[src/rtl/accel_pkg.sv]
package accel_pkg;

  localparam int BYTE_W      = 8;
  localparam int WORD_W      = 2 * BYTE_W;
  localparam int AXES        = 3;
  localparam int MAX_BYTES   = 7;
  localparam int BIDX_W      = $clog2(MAX_BYTES + 1);
  localparam int BIT_W       = BIDX_W + 3;
  localparam int CFG_STEPS   = 3;

  localparam logic [5:0]        ID_ADDR   = 6'h00;
  localparam logic [BYTE_W-1:0] ID_VALUE  = 8'hE5;
  localparam logic [5:0]        DATA_ADDR = 6'h32;
  localparam logic [BIDX_W-1:0] LAST_IDX  = BIDX_W'(2 * AXES);

  typedef enum logic [2:0] {
    E_IDLE, E_LEAD, E_RUN, E_TRAIL, E_GAP
  } eng_state_t;

  typedef enum logic [2:0] {
    C_ID_GO, C_ID_WAIT, C_ERR, C_CFG_GO, C_CFG_WAIT, C_SETTLE, C_STREAM, C_BURST
  } ctl_state_t;

  function automatic logic [BYTE_W-1:0] cmd_byte(input logic rd, input logic mb,
                                                 input logic [5:0] addr);
    return {rd, mb, addr};
  endfunction

  function automatic logic [WORD_W-1:0] cfg_step(input logic [1:0] idx);
    logic [WORD_W-1:0] w;
    case (idx)
      2'd0:    w = {cmd_byte(1'b0, 1'b0, 6'h31), 8'h0B};
      2'd1:    w = {cmd_byte(1'b0, 1'b0, 6'h2D), 8'h08};
      default: w = {cmd_byte(1'b0, 1'b0, 6'h2E), 8'h80};
    endcase
    return w;
  endfunction

endpackage

[src/rtl/accel_spi_shift.sv]
module accel_spi_shift
  import accel_pkg::*;
#(
  parameter int HALF_DIV = 4,
  parameter int GAP_CYC  = 4
) (
  input  logic                clk,
  input  logic                rst_n,
  input  logic                start,
  input  logic [WORD_W-1:0]   tx_word,
  input  logic [BIDX_W-1:0]   nbytes,
  input  logic                miso,
  output logic                sclk,
  output logic                cs_n,
  output logic                mosi,
  output logic                rx_stb,
  output logic [BIDX_W-1:0]   rx_idx,
  output logic [BYTE_W-1:0]   rx_byte,
  output logic                done
);
  localparam int HW = $clog2(HALF_DIV + 1);
  localparam int GW = $clog2(GAP_CYC + 1);
  localparam int CW = (HW > GW) ? HW : GW;

  eng_state_t          st;
  logic [CW-1:0]       cnt;
  logic [WORD_W-1:0]   sh_tx;
  logic [BYTE_W-1:0]   rx_sh;
  logic [BIT_W-1:0]    bitcnt;
  logic [BIT_W-1:0]    last_bit;
  logic                half_tick;
  logic                gap_tick;
  logic [BYTE_W-1:0]   rx_nxt;

  assign half_tick = (cnt == CW'(HALF_DIV - 1));
  assign gap_tick  = (cnt == CW'(GAP_CYC - 1));
  assign rx_nxt    = {rx_sh[BYTE_W-2:0], miso};

  always_ff @(posedge clk or negedge rst_n) begin
    if (!rst_n) begin
      st       <= E_IDLE;
      cnt      <= '0;
      sh_tx    <= '0;
      rx_sh    <= '0;
      bitcnt   <= '0;
      last_bit <= '0;
      sclk     <= 1'b1;
      cs_n     <= 1'b1;
      mosi     <= 1'b0;
      rx_stb   <= 1'b0;
      rx_idx   <= '0;
      rx_byte  <= '0;
      done     <= 1'b0;
    end else begin
      rx_stb <= 1'b0;
      done   <= 1'b0;
      case (st)
        E_IDLE: begin
          if (start) begin
            st       <= E_LEAD;
            cs_n     <= 1'b0;
            cnt      <= '0;
            sh_tx    <= tx_word;
            bitcnt   <= '0;
            last_bit <= {nbytes, 3'b000} - BIT_W'(1);
          end
        end
        E_LEAD: begin
          if (half_tick) begin
            cnt   <= '0;
            sclk  <= 1'b0;
            mosi  <= sh_tx[WORD_W-1];
            sh_tx <= {sh_tx[WORD_W-2:0], 1'b0};
            st    <= E_RUN;
          end else begin
            cnt <= cnt + CW'(1);
          end
        end
        E_RUN: begin
          if (half_tick) begin
            cnt <= '0;
            if (!sclk) begin
              sclk   <= 1'b1;
              rx_sh  <= rx_nxt;
              bitcnt <= bitcnt + BIT_W'(1);
              if (bitcnt[2:0] == 3'd7) begin
                rx_stb  <= 1'b1;
                rx_byte <= rx_nxt;
                rx_idx  <= bitcnt[BIT_W-1:3];
              end
              if (bitcnt == last_bit) st <= E_TRAIL;
            end else begin
              sclk  <= 1'b0;
              mosi  <= sh_tx[WORD_W-1];
              sh_tx <= {sh_tx[WORD_W-2:0], 1'b0};
            end
          end else begin
            cnt <= cnt + CW'(1);
          end
        end
        E_TRAIL: begin
          if (half_tick) begin
            cnt  <= '0;
            cs_n <= 1'b1;
            st   <= E_GAP;
          end else begin
            cnt <= cnt + CW'(1);
          end
        end
        E_GAP: begin
          if (gap_tick) begin
            cnt  <= '0;
            done <= 1'b1;
            st   <= E_IDLE;
          end else begin
            cnt <= cnt + CW'(1);
          end
        end
        default: st <= E_IDLE;
      endcase
    end
  end

endmodule

[src/rtl/accel_drdy_edge.sv]
module accel_drdy_edge #(
  parameter int SYNC_STAGES = 2
) (
  input  logic clk,
  input  logic rst_n,
  input  logic drdy_i,
  input  logic en,
  input  logic take,
  output logic pend
);
  logic [SYNC_STAGES:0] sh;
  logic                 rise;

  assign rise = sh[SYNC_STAGES-1] & ~sh[SYNC_STAGES];

  always_ff @(posedge clk or negedge rst_n) begin
    if (!rst_n) begin
      sh   <= '0;
      pend <= 1'b0;
    end else begin
      sh   <= {sh[SYNC_STAGES-1:0], drdy_i};
      // a new edge wins over consumption of the remembered one
      pend <= en & (rise | (pend & ~take));
    end
  end

endmodule

[src/rtl/accel_sample_pack.sv]
module accel_sample_pack
  import accel_pkg::*;
(
  input  logic                          clk,
  input  logic                          rst_n,
  input  logic                          cap_en,
  input  logic                          rx_stb,
  input  logic [BIDX_W-1:0]             rx_idx,
  input  logic [BYTE_W-1:0]             rx_byte,
  input  logic                          ready,
  output logic                          valid,
  output logic [AXES-1:0][WORD_W-1:0]   smp
);
  localparam int STG = 2 * AXES - 1;

  logic [BYTE_W-1:0] stg [STG];
  logic              last_hit;

  assign last_hit = cap_en && rx_stb && (rx_idx == LAST_IDX);

  always_ff @(posedge clk or negedge rst_n) begin
    if (!rst_n) begin
      for (int i = 0; i < STG; i++) stg[i] <= '0;
    end else if (cap_en && rx_stb) begin
      for (int i = 0; i < STG; i++)
        if (rx_idx == BIDX_W'(i + 1)) stg[i] <= rx_byte;
    end
  end

  for (genvar a = 0; a < AXES; a++) begin : g_axis
    logic [BYTE_W-1:0] hi;
    if (a == AXES - 1) begin : g_last
      assign hi = rx_byte;
    end else begin : g_mid
      assign hi = stg[2*a+1];
    end
    always_ff @(posedge clk or negedge rst_n) begin
      if (!rst_n)        smp[a] <= '0;
      else if (last_hit) smp[a] <= {hi, stg[2*a]};
    end
  end

  always_ff @(posedge clk or negedge rst_n) begin
    if (!rst_n)        valid <= 1'b0;
    else if (last_hit) valid <= 1'b1;
    else if (ready)    valid <= 1'b0;
  end

endmodule

[src/rtl/accel_spi_ctrl.sv]
module accel_spi_ctrl
  import accel_pkg::*;
#(
  parameter int HALF_DIV    = 4,
  parameter int GAP_CYC     = 4,
  parameter int SETTLE_CYC  = 137500,
  parameter int SYNC_STAGES = 2
) (
  input  logic        clk,
  input  logic        rst_n,
  input  logic        drdy_i,
  output logic        spi_sclk_o,
  output logic        spi_cs_n_o,
  output logic        spi_mosi_o,
  input  logic        spi_miso_i,
  output logic        id_err_o,
  output logic        smp_valid_o,
  input  logic        smp_ready_i,
  output logic [15:0] smp_x_o,
  output logic [15:0] smp_y_o,
  output logic [15:0] smp_z_o
);
  localparam int SW = $clog2(SETTLE_CYC + 1);

  ctl_state_t                 st;
  logic [1:0]                 cfg_idx;
  logic [SW-1:0]              settle_cnt;
  logic                       eng_start;
  logic [WORD_W-1:0]          eng_tx;
  logic [BIDX_W-1:0]          eng_nb;
  logic                       eng_done;
  logic                       rx_stb;
  logic [BIDX_W-1:0]          rx_idx;
  logic [BYTE_W-1:0]          rx_byte;
  logic                       pend;
  logic                       take;
  logic                       edge_en;
  logic [AXES-1:0][WORD_W-1:0] smp;

  assign edge_en = (st == C_STREAM) || (st == C_BURST);
  assign take    = (st == C_STREAM) && pend && !smp_valid_o;
  assign id_err_o = (st == C_ERR);
  assign smp_x_o = smp[0];
  assign smp_y_o = smp[1];
  assign smp_z_o = smp[2];

  always_ff @(posedge clk or negedge rst_n) begin
    if (!rst_n) begin
      st         <= C_ID_GO;
      cfg_idx    <= '0;
      settle_cnt <= '0;
      eng_start  <= 1'b0;
      eng_tx     <= '0;
      eng_nb     <= '0;
    end else begin
      eng_start <= 1'b0;
      case (st)
        C_ID_GO: begin
          eng_start <= 1'b1;
          eng_tx    <= {cmd_byte(1'b1, 1'b0, ID_ADDR), 8'h00};
          eng_nb    <= BIDX_W'(2);
          st        <= C_ID_WAIT;
        end
        C_ID_WAIT: begin
          if (eng_done) st <= (rx_byte == ID_VALUE) ? C_CFG_GO : C_ERR;
        end
        C_ERR: st <= C_ERR;
        C_CFG_GO: begin
          eng_start <= 1'b1;
          eng_tx    <= cfg_step(cfg_idx);
          eng_nb    <= BIDX_W'(2);
          st        <= C_CFG_WAIT;
        end
        C_CFG_WAIT: begin
          if (eng_done) begin
            if (cfg_idx == 2'(CFG_STEPS - 1)) begin
              st         <= C_SETTLE;
              settle_cnt <= '0;
            end else begin
              cfg_idx <= cfg_idx + 2'd1;
              st      <= C_CFG_GO;
            end
          end
        end
        C_SETTLE: begin
          if (settle_cnt == SW'(SETTLE_CYC - 1)) st <= C_STREAM;
          else settle_cnt <= settle_cnt + SW'(1);
        end
        C_STREAM: begin
          if (take) begin
            eng_start <= 1'b1;
            eng_tx    <= {cmd_byte(1'b1, 1'b1, DATA_ADDR), 8'h00};
            eng_nb    <= BIDX_W'(2 * AXES + 1);
            st        <= C_BURST;
          end
        end
        C_BURST: begin
          if (eng_done) st <= C_STREAM;
        end
        default: st <= C_ID_GO;
      endcase
    end
  end

  accel_spi_shift #(.HALF_DIV(HALF_DIV), .GAP_CYC(GAP_CYC)) u_shift (
    .clk    (clk),
    .rst_n  (rst_n),
    .start  (eng_start),
    .tx_word(eng_tx),
    .nbytes (eng_nb),
    .miso   (spi_miso_i),
    .sclk   (spi_sclk_o),
    .cs_n   (spi_cs_n_o),
    .mosi   (spi_mosi_o),
    .rx_stb (rx_stb),
    .rx_idx (rx_idx),
    .rx_byte(rx_byte),
    .done   (eng_done)
  );

  accel_drdy_edge #(.SYNC_STAGES(SYNC_STAGES)) u_edge (
    .clk   (clk),
    .rst_n (rst_n),
    .drdy_i(drdy_i),
    .en    (edge_en),
    .take  (take),
    .pend  (pend)
  );

  accel_sample_pack u_pack (
    .clk    (clk),
    .rst_n  (rst_n),
    .cap_en (st == C_BURST),
    .rx_stb (rx_stb),
    .rx_idx (rx_idx),
    .rx_byte(rx_byte),
    .ready  (smp_ready_i),
    .valid  (smp_valid_o),
    .smp    (smp)
  );

endmodule

[config.mk]
export PLATFORM = sky130hd
export DESIGN_NAME = accel_spi_ctrl
export DESIGN_NICKNAME = d
export VERILOG_FILES = /design/src/rtl/accel_pkg.sv /design/src/rtl/accel_spi_shift.sv /design/src/rtl/accel_drdy_edge.sv /design/src/rtl/accel_sample_pack.sv /design/src/rtl/accel_spi_ctrl.sv
export SDC_FILE = /design/constraint.sdc
export NUM_CORES = 1
export LEC_CHECK = 0
export BUFFER_PORTS_ARGS = -buffer_cell sky130_fd_sc_hd__buf_2
export CAP_MARGIN = 10
export CORE_MARGIN = 2
export CORE_UTILIZATION = 57
export CTS_CLUSTER_DIAMETER = 30
export DETAILED_ROUTE_END_ITERATION = 7
export GPL_ROUTABILITY_DRIVEN = 1
export PLACE_DENSITY_LB_ADDON = 0.3
export SKIP_CTS_REPAIR_TIMING = 1
export SYNTH_ARGS = -nofsm -noshare
export SYNTH_HDL_FRONTEND = slang
export SYNTH_SLANG_ARGS = --single-unit
export TNS_END_PERCENT = 30
[constraint.sdc]
create_clock -name clk -period 6.3 [get_ports clk]
set_input_delay 1.26 -clock clk [delete_from_list [all_inputs] [get_ports clk]]
set_output_delay 1.26 -clock clk [all_outputs]
set_load 0.02 [all_outputs]
# Word level (Yosys, flattened, before mapping)
# Cells that the tools add are included.
dict set report word_totals {
  reg_bits 193
  inputBits 5
  out_inout_bits 53
  elab_cells 179
}
dict set report classes {
  add_sub_neg 5
  eq_ne 39
  mux 57
  bitwise_logic 8
  reduce_logical 40
}
# cell count
set op_table {}
lappend op_table {{one-hot mux 16 bit (3 select lines)} 2}
lappend op_table {{2-to-1 mux 16 bit} 5}
lappend op_table {{2-to-1 mux 18 bit} 3}
lappend op_table {{2-to-1 mux 3 bit} 15}
lappend op_table {{one-hot mux 18 bit (2 select lines)} 1}
lappend op_table {{equality test 3 bit (second input constant)} 9}
lappend op_table {{one-hot mux 13 bit (2 select lines)} 1}
lappend op_table {{one-hot mux 3 bit (8 select lines)} 1}
lappend op_table {{equality test 3 x 2 -> 1 bit (second input constant)} 7}
lappend op_table {{adder 18 x 1 -> 18 bit (second input constant)} 1}
lappend op_table {{equality test 18 bit (second input constant)} 1}
lappend op_table {{2-to-1 mux 1 bit} 18}
lappend op_table {{2-to-1 mux 6 bit} 3}
lappend op_table {{!= test 2 x 1 -> 1 bit (second input constant)} 9}
lappend op_table {{AND reduction 2 bit} 9}
lappend op_table {{AND reduction 4 bit} 4}
lappend op_table {{one-hot mux 3 bit (5 select lines)} 1}
lappend op_table {{nonzero test 2 bit} 7}
lappend op_table {{!= test 2 bit (second input constant)} 6}
lappend op_table {{one-hot mux 3 bit (2 select lines)} 2}
lappend op_table {{one-hot mux 6 bit (2 select lines)} 1}
lappend op_table {{AND reduction 3 bit} 4}
lappend op_table {{AND reduction 5 bit} 2}
lappend op_table {{equality test 3 x 1 -> 1 bit (second input constant)} 3}
lappend op_table {{21 further kinds} 34}

# Longest topological paths before layout
dict set report depth {
  ltp_word 7
  depth_mapped 7
  ltp_nobuf 6
}

# Hierarchy
# Synthesis repeated with hierarchy kept, for this count alone.
dict set report hier_totals {
  hier_cells 641
  area_unflattened_um2 8130.3
}
# mod instances cells_per_inst area_per_inst_um2 seq_area_each_um2
set modules_own_cells {}
lappend modules_own_cells {accel_sample_pack 1 196 3390.8 2227.1}
lappend modules_own_cells {accel_spi_shift 1 217 2621.3 1378.8}
lappend modules_own_cells {accel_spi_ctrl 1 221 1994.4 875.8}
lappend modules_own_cells {accel_drdy_edge 1 7 123.9 100.1}

# Least setup slack after synthesis
# Ideal clock, no wire load.
dict set report synth_timing {
  path_kind {register to output}
  startpoint {register st[1]}
  endpoint {output id_err_o}
  arrival_ns 1.394
  t_required_ns 5.040
  path_slack_ns 3.646
  stages_incl_launch_ff 5
  path_buffers 2
  cell_sequence {dfrtp_1 buf_2 clkbuf_1 inv_1 nor3_1}
}
dict set report synth_between {
  elab_chain_len 1
}
# item line_no
set synth_rtl {}
lappend synth_rtl {{from (decl)} accel_spi_ctrl.sv:25} ;# ctl_state_t st;
lappend synth_rtl {{from (signal assigned)} accel_spi_ctrl.sv:65} ;# if (eng_done) st <= (rx_byte == ID_VALUE) ? C_CFG_GO : C_ERR;
lappend synth_rtl {{equality test 3 x 2 -> 1 bit} accel_spi_ctrl.sv:42} ;# assign id_err_o = (st == C_ERR);
lappend synth_rtl {{to (decl)} accel_spi_ctrl.sv:16} ;# output logic id_err_o,
# No other way between the ends.

# Worst setup path in the final report
dict set report layout_timing {
  startpoint {register u_shift.cnt[0]}
  endpoint {register u_shift.rx_idx[0]}
}
dict set report layout_between {
  elab_chain_len 2
}
# item line_no
set layout_rtl {}
lappend layout_rtl {{from (decl)} accel_spi_shift.sv:26} ;# logic [CW-1:0] cnt;
lappend layout_rtl {{from (signal assigned)} accel_spi_shift.sv:76} ;# cnt <= cnt + CW'(1);
lappend layout_rtl {{from (signal assigned)} accel_spi_shift.sv:98} ;# cnt <= cnt + CW'(1);
lappend layout_rtl {{from (signal assigned)} accel_spi_shift.sv:107} ;# cnt <= cnt + CW'(1);
lappend layout_rtl {{equality test 3 x 2 -> 1 bit} accel_spi_shift.sv:35} ;# assign half_tick = (cnt == CW'(HALF_DIV - 1));
lappend layout_rtl {{AND reduction 4 bit (no line)} --}
lappend layout_rtl {{to (signal assigned)} accel_spi_shift.sv:89} ;# rx_idx <= bitcnt[BIT_W-1:3];
lappend layout_rtl {{to (decl)} accel_spi_shift.sv:17} ;# output logic [BIDX_W-1:0] rx_idx,
# No other way between the ends.
# A chain may end at the register's enable or synchronous reset.

==> impl_summary.txt <==
----------------------------------------------------
[Run status]
  Run status ... finished clean

[Floorplanning]
  Ports placed on the boundary ... 58
  Initial core utilization ... 57.78%
  Floorplan core area ... 13,770 um2
  Floorplan die width ... 122.2 um
  Height of the die ... 122.2 um
  Die outline area ... 14,920 um2
  Placement row count ... 43

[Detailed routing]
  Routed length per instance ... 17.57 um
  DRC violation count after routing ... 0
  Vias ... 5,264
  Number of detailed-route iterations in the first pass ... 5
  Wirelength, routed ... 15.62 mm
  Residual antenna-violating net count after detailed routing ... 0
  Iter 0 DRT Violations ... 443
  Per-cell via count in the routed design ... 5.921

[Synth]
  Share of flip-flops with an asynchronous set or reset after synthesis ... 100.0%
  Mean instance size in the synthesized netlist ... 12.26 um2
  Post-synthesis instance area ... 7958 um2
  Post-synth EDFFs ... 0
  Total of warnings raised by yosys ... 0
  Post-Synthesis Net Count ... 662
  Cells after synthesis ... 649
  Flip-flop and latch count after synthesis ... 183
  Commonest register cell after synthesis ... dfrtp_1
  Library cells used by synthesis ... 60
  Portion of the post-synthesis area used by sequential elements ... 57.58%

[Finish]
  Count of nets after finishing ... 709
  Final std cell area, no fill ... 8985 um2
  Total inserted antenna cells ... 0
  Fillers ... 1,025
  Most common library cell in the layout ignoring fill and taps ... dfrtp_1
  Share of the core filled with cells in the final layout ... 65.23%
  Share of final-layout standard cells stronger than drive strength 1 ... 30.61%
  Highest-count cells in the layout ignoring fill and taps ... dfrtp_1 (181), mux2_2 (112), nand2_1 (63), buf_2 (56), o21ai_0 (26)
  Area overhead of the layout relative to synthesis ... 12.91%

[Worst setup path]
  Crit-path max FO ... 12
  Critical Path RT ... 6610 ps
  Flop-to-flop setup slack ... 3150 ps
  Capturing point of the worst reg2reg path ... u_shift.rx_idx[0]$_DFFE_PN0P_
  Reg-to-reg critical path startpoint ... u_shift.cnt[0]$_DFFE_PN0P_
  Kind of start point of the critical path ... register
  Critical Setup Path Class ... reg -> reg
  Worst Reg2Reg Path Length in Cells ... 5
  Worst EP arrival ... 3460 ps
  Worst setup EP type ... register

[Global route]
  Overall track demand over capacity in global routing ... 22.37%
  Initial antenna violation count ... 0
  Pin count of the biggest net entering global routing ... 88
  First-pass GRT wire length ... 25.76 mm
  Overflow left after global routing ... 0
  Via count of the first global-routing pass ... 5,115

[STA]
  WHS ... 374.9 ps
  Period Utilization, post-route ... 50.02%
  Slew at the pin with the worst max-slew slack ... 1208 ps
  Clock Skew ... 8.814 ps
  Setup repair after global routing missed its margin ... no
  Setup Total Neg Slack ... 0 ps
  Final setup violation count ... 0
  Highest clock frequency the design can meet ... 0.3174 GHz
  Max Slew Vio Count ... 0
  Endpoints failing hold ... 0
  Final Critical Period ... 3151 ps
  Worst rel slew slack ... 19.44%
  Setup slack after layout ... 3149 ps

[Power]
  Total power per unit cell area ... 257.3 nW/um2
  VDD IR-drop max ... 0.1728 mV
  Leakage ... 4.495 nW

[Place]
  HPWL reported at the end of detailed placement ... 10.34 mm
  Area after DPL ... 8363 um2
  Last weighted congestion value of the routability-driven placer ... 0.9032
  Setup Slack @ Placement ... 3182 ps
  Port bufs ... 57

[Clocking]
  Cell chosen for the clock root ... clkbuf_16
  Clk pin slew, worst setup/hold paths ... 70 ps
  Clock tree from TritonCTS ... yes
  H-tree Lvls ... 4
  Number of sinks driven by the clock tree ... 183
  Total CTS buffers ... 17
  Insertion delay of the later-clocked pin in the worst-skew pair ... 430 ps
  Maximum number of buffers from clock root to sink ... 2

[Hold path]
  Hold Startpoint ... u_edge.sh[1]$_DFF_PN0_
  Class of the tightest hold or removal check ... reg -> reg
  End point of the most critical hold path ... u_edge.sh[2]$_DFF_PN0_
  Hold Path Cell Cnt ... 0

[Flow run]
  Number of max-cap violations ... 0

----------------------------------------------------
through the flow:
step / total power [mW] / cells
2_1_floorplan: 1.204 / 649
3_3_place_gp: 1.230 / 857
3_5_place_dp: 1.231 / 857
4_1_cts: 2.333 / 889
5_1_grt: 2.388 / 889
6_report: 2.312 / 889
layout make-up:
| type | count | area [um2] | share of cell area, % |
|---|---|---|---|
| clock buffers | 20 | 456.7 | 5.083 |
| inverters | 19 | 71.32 | 0.7938 |
| multi-input cells | 415 | 3171 | 35.29 |
| flip-flops and latches | 183 | 4582 | 51.00 |
| clock inverters | 12 | 165.2 | 1.838 |
| well taps | 180 | 225.2 | 2.507 |
| repair buffers | 60 | 314.1 | 3.495 |
where the power goes:
group          total, mW  internal [mW]  leakage, nW  switching (mW)
logic             0.0269        0.00332         1.71          0.0236
registers           1.18           1.18         2.48         0.00271
clock network       1.10          0.653        0.305           0.452
total               2.31           1.83         4.49           0.478
cells by family (layout without fill, tap and decap cells):
logic type	count (synthesis)	count (layout)	share of synthesized area, %
adders and majority gates	8	8	1.258
DFF	183	183	57.58
AOI/OAI and AO/OA	89	89	7.201
and+or+nand+nor	182	182	12.45
buffers and inverters	51	111	2.579
muxes	129	129	18.16
xor gates and xnor gates	7	7	0.7705
worst max-delay path, stage by stage, from the launching register on:
cell	delay, ps
dfrtp_1	370
ha_1	260
or3b_1	440
nor3_1	910
nand2_1	570
mux2_1	470
metal layers:
| metal | vias to the layer above | wire length (um) | part of all wire, % | global-route usage [%] |
|---|---|---|---|---|
| met5 | - | 0 | 0 | 0 |
| met4 | 0 | 207 | 1.3 | 8.333 |
| met3 | 27 | 642 | 4.1 | 4.869 |
| met2 | 149 | 7731 | 49 | 35.09 |
| met1 | 2663 | 7043 | 45 | 30.87 |
| li1 | 2425 | - | - | - |
cell usage after synthesis (3+ instances only):
cell type | instances | share of area [%]
a21o_1 | 3 | 0.28
a21oi_1 | 20 | 1.3
a221o_1 | 3 | 0.38
a22o_1 | 3 | 0.33
a31oi_1 | 9 | 0.71
a41oi_1 | 3 | 0.33
and3_1 | 3 | 0.24
and4_1 | 3 | 0.33
buf_1 | 4 | 0.19
buf_2 | 11 | 0.69
clkbuf_1 | 17 | 0.80
dfrtp_1 | 181 | 57
ha_1 | 8 | 1.3
inv_1 | 17 | 0.80
mux2_1 | 11 | 1.6
mux2_2 | 112 | 16
mux2i_1 | 6 | 0.75
nand2_1 | 63 | 3.0
nand2b_1 | 12 | 0.94
nand3_1 | 16 | 1.0
nand3b_1 | 5 | 0.47
nand4_1 | 9 | 0.71
nor2_1 | 24 | 1.1
nor2b_1 | 6 | 0.47
nor3_1 | 8 | 0.50
nor3b_1 | 5 | 0.47
nor4_1 | 5 | 0.39
o211ai_1 | 4 | 0.38
o21ai_0 | 26 | 1.6
or3_1 | 3 | 0.24
or4_1 | 4 | 0.38
xnor2_1 | 3 | 0.33
xor2_1 | 4 | 0.44
sequential cells by signal, indices dropped and copies added (netlist names), 3 cells and up:
register and cells:
u_shift.rx_byte 8, u_shift.st 3, u_shift.last_bit 4, u_shift.bitcnt 6
u_shift.rx_sh 7, st 3, u_pack.smp 48, u_shift.cnt 3
settle_cnt 18, u_edge.sh 3, u_pack.stg 24, u_shift.sh_tx 16
u_pack.g_axis.hi 16, u_shift.rx_idx 3, eng_tx 9
how the worst max path moves through the flow:
stage                                     startpoint                             end  slack [ps]  cells past startpoint
after floorplan                    st[1]$_DFFE_PN0P_                        id_err_o        3650                      4
final                     u_shift.cnt[0]$_DFFE_PN0P_   u_shift.rx_idx[0]$_DFFE_PN0P_        3150                      5
after detailed placement  u_shift.cnt[0]$_DFFE_PN0P_   u_shift.rx_idx[0]$_DFFE_PN0P_        3180                      5
after global routing      u_shift.cnt[0]$_DFFE_PN0P_  u_shift.rx_byte[5]$_DFFE_PN0P_        2850                      5
after CTS                 u_shift.cnt[0]$_DFFE_PN0P_   u_shift.rx_idx[0]$_DFFE_PN0P_        3170                      5
after global placement    u_shift.cnt[0]$_DFFE_PN0P_  u_shift.rx_byte[0]$_DFFE_PN0P_        3310                      5
No activity file was read; power rests on OpenSTA's default activity.
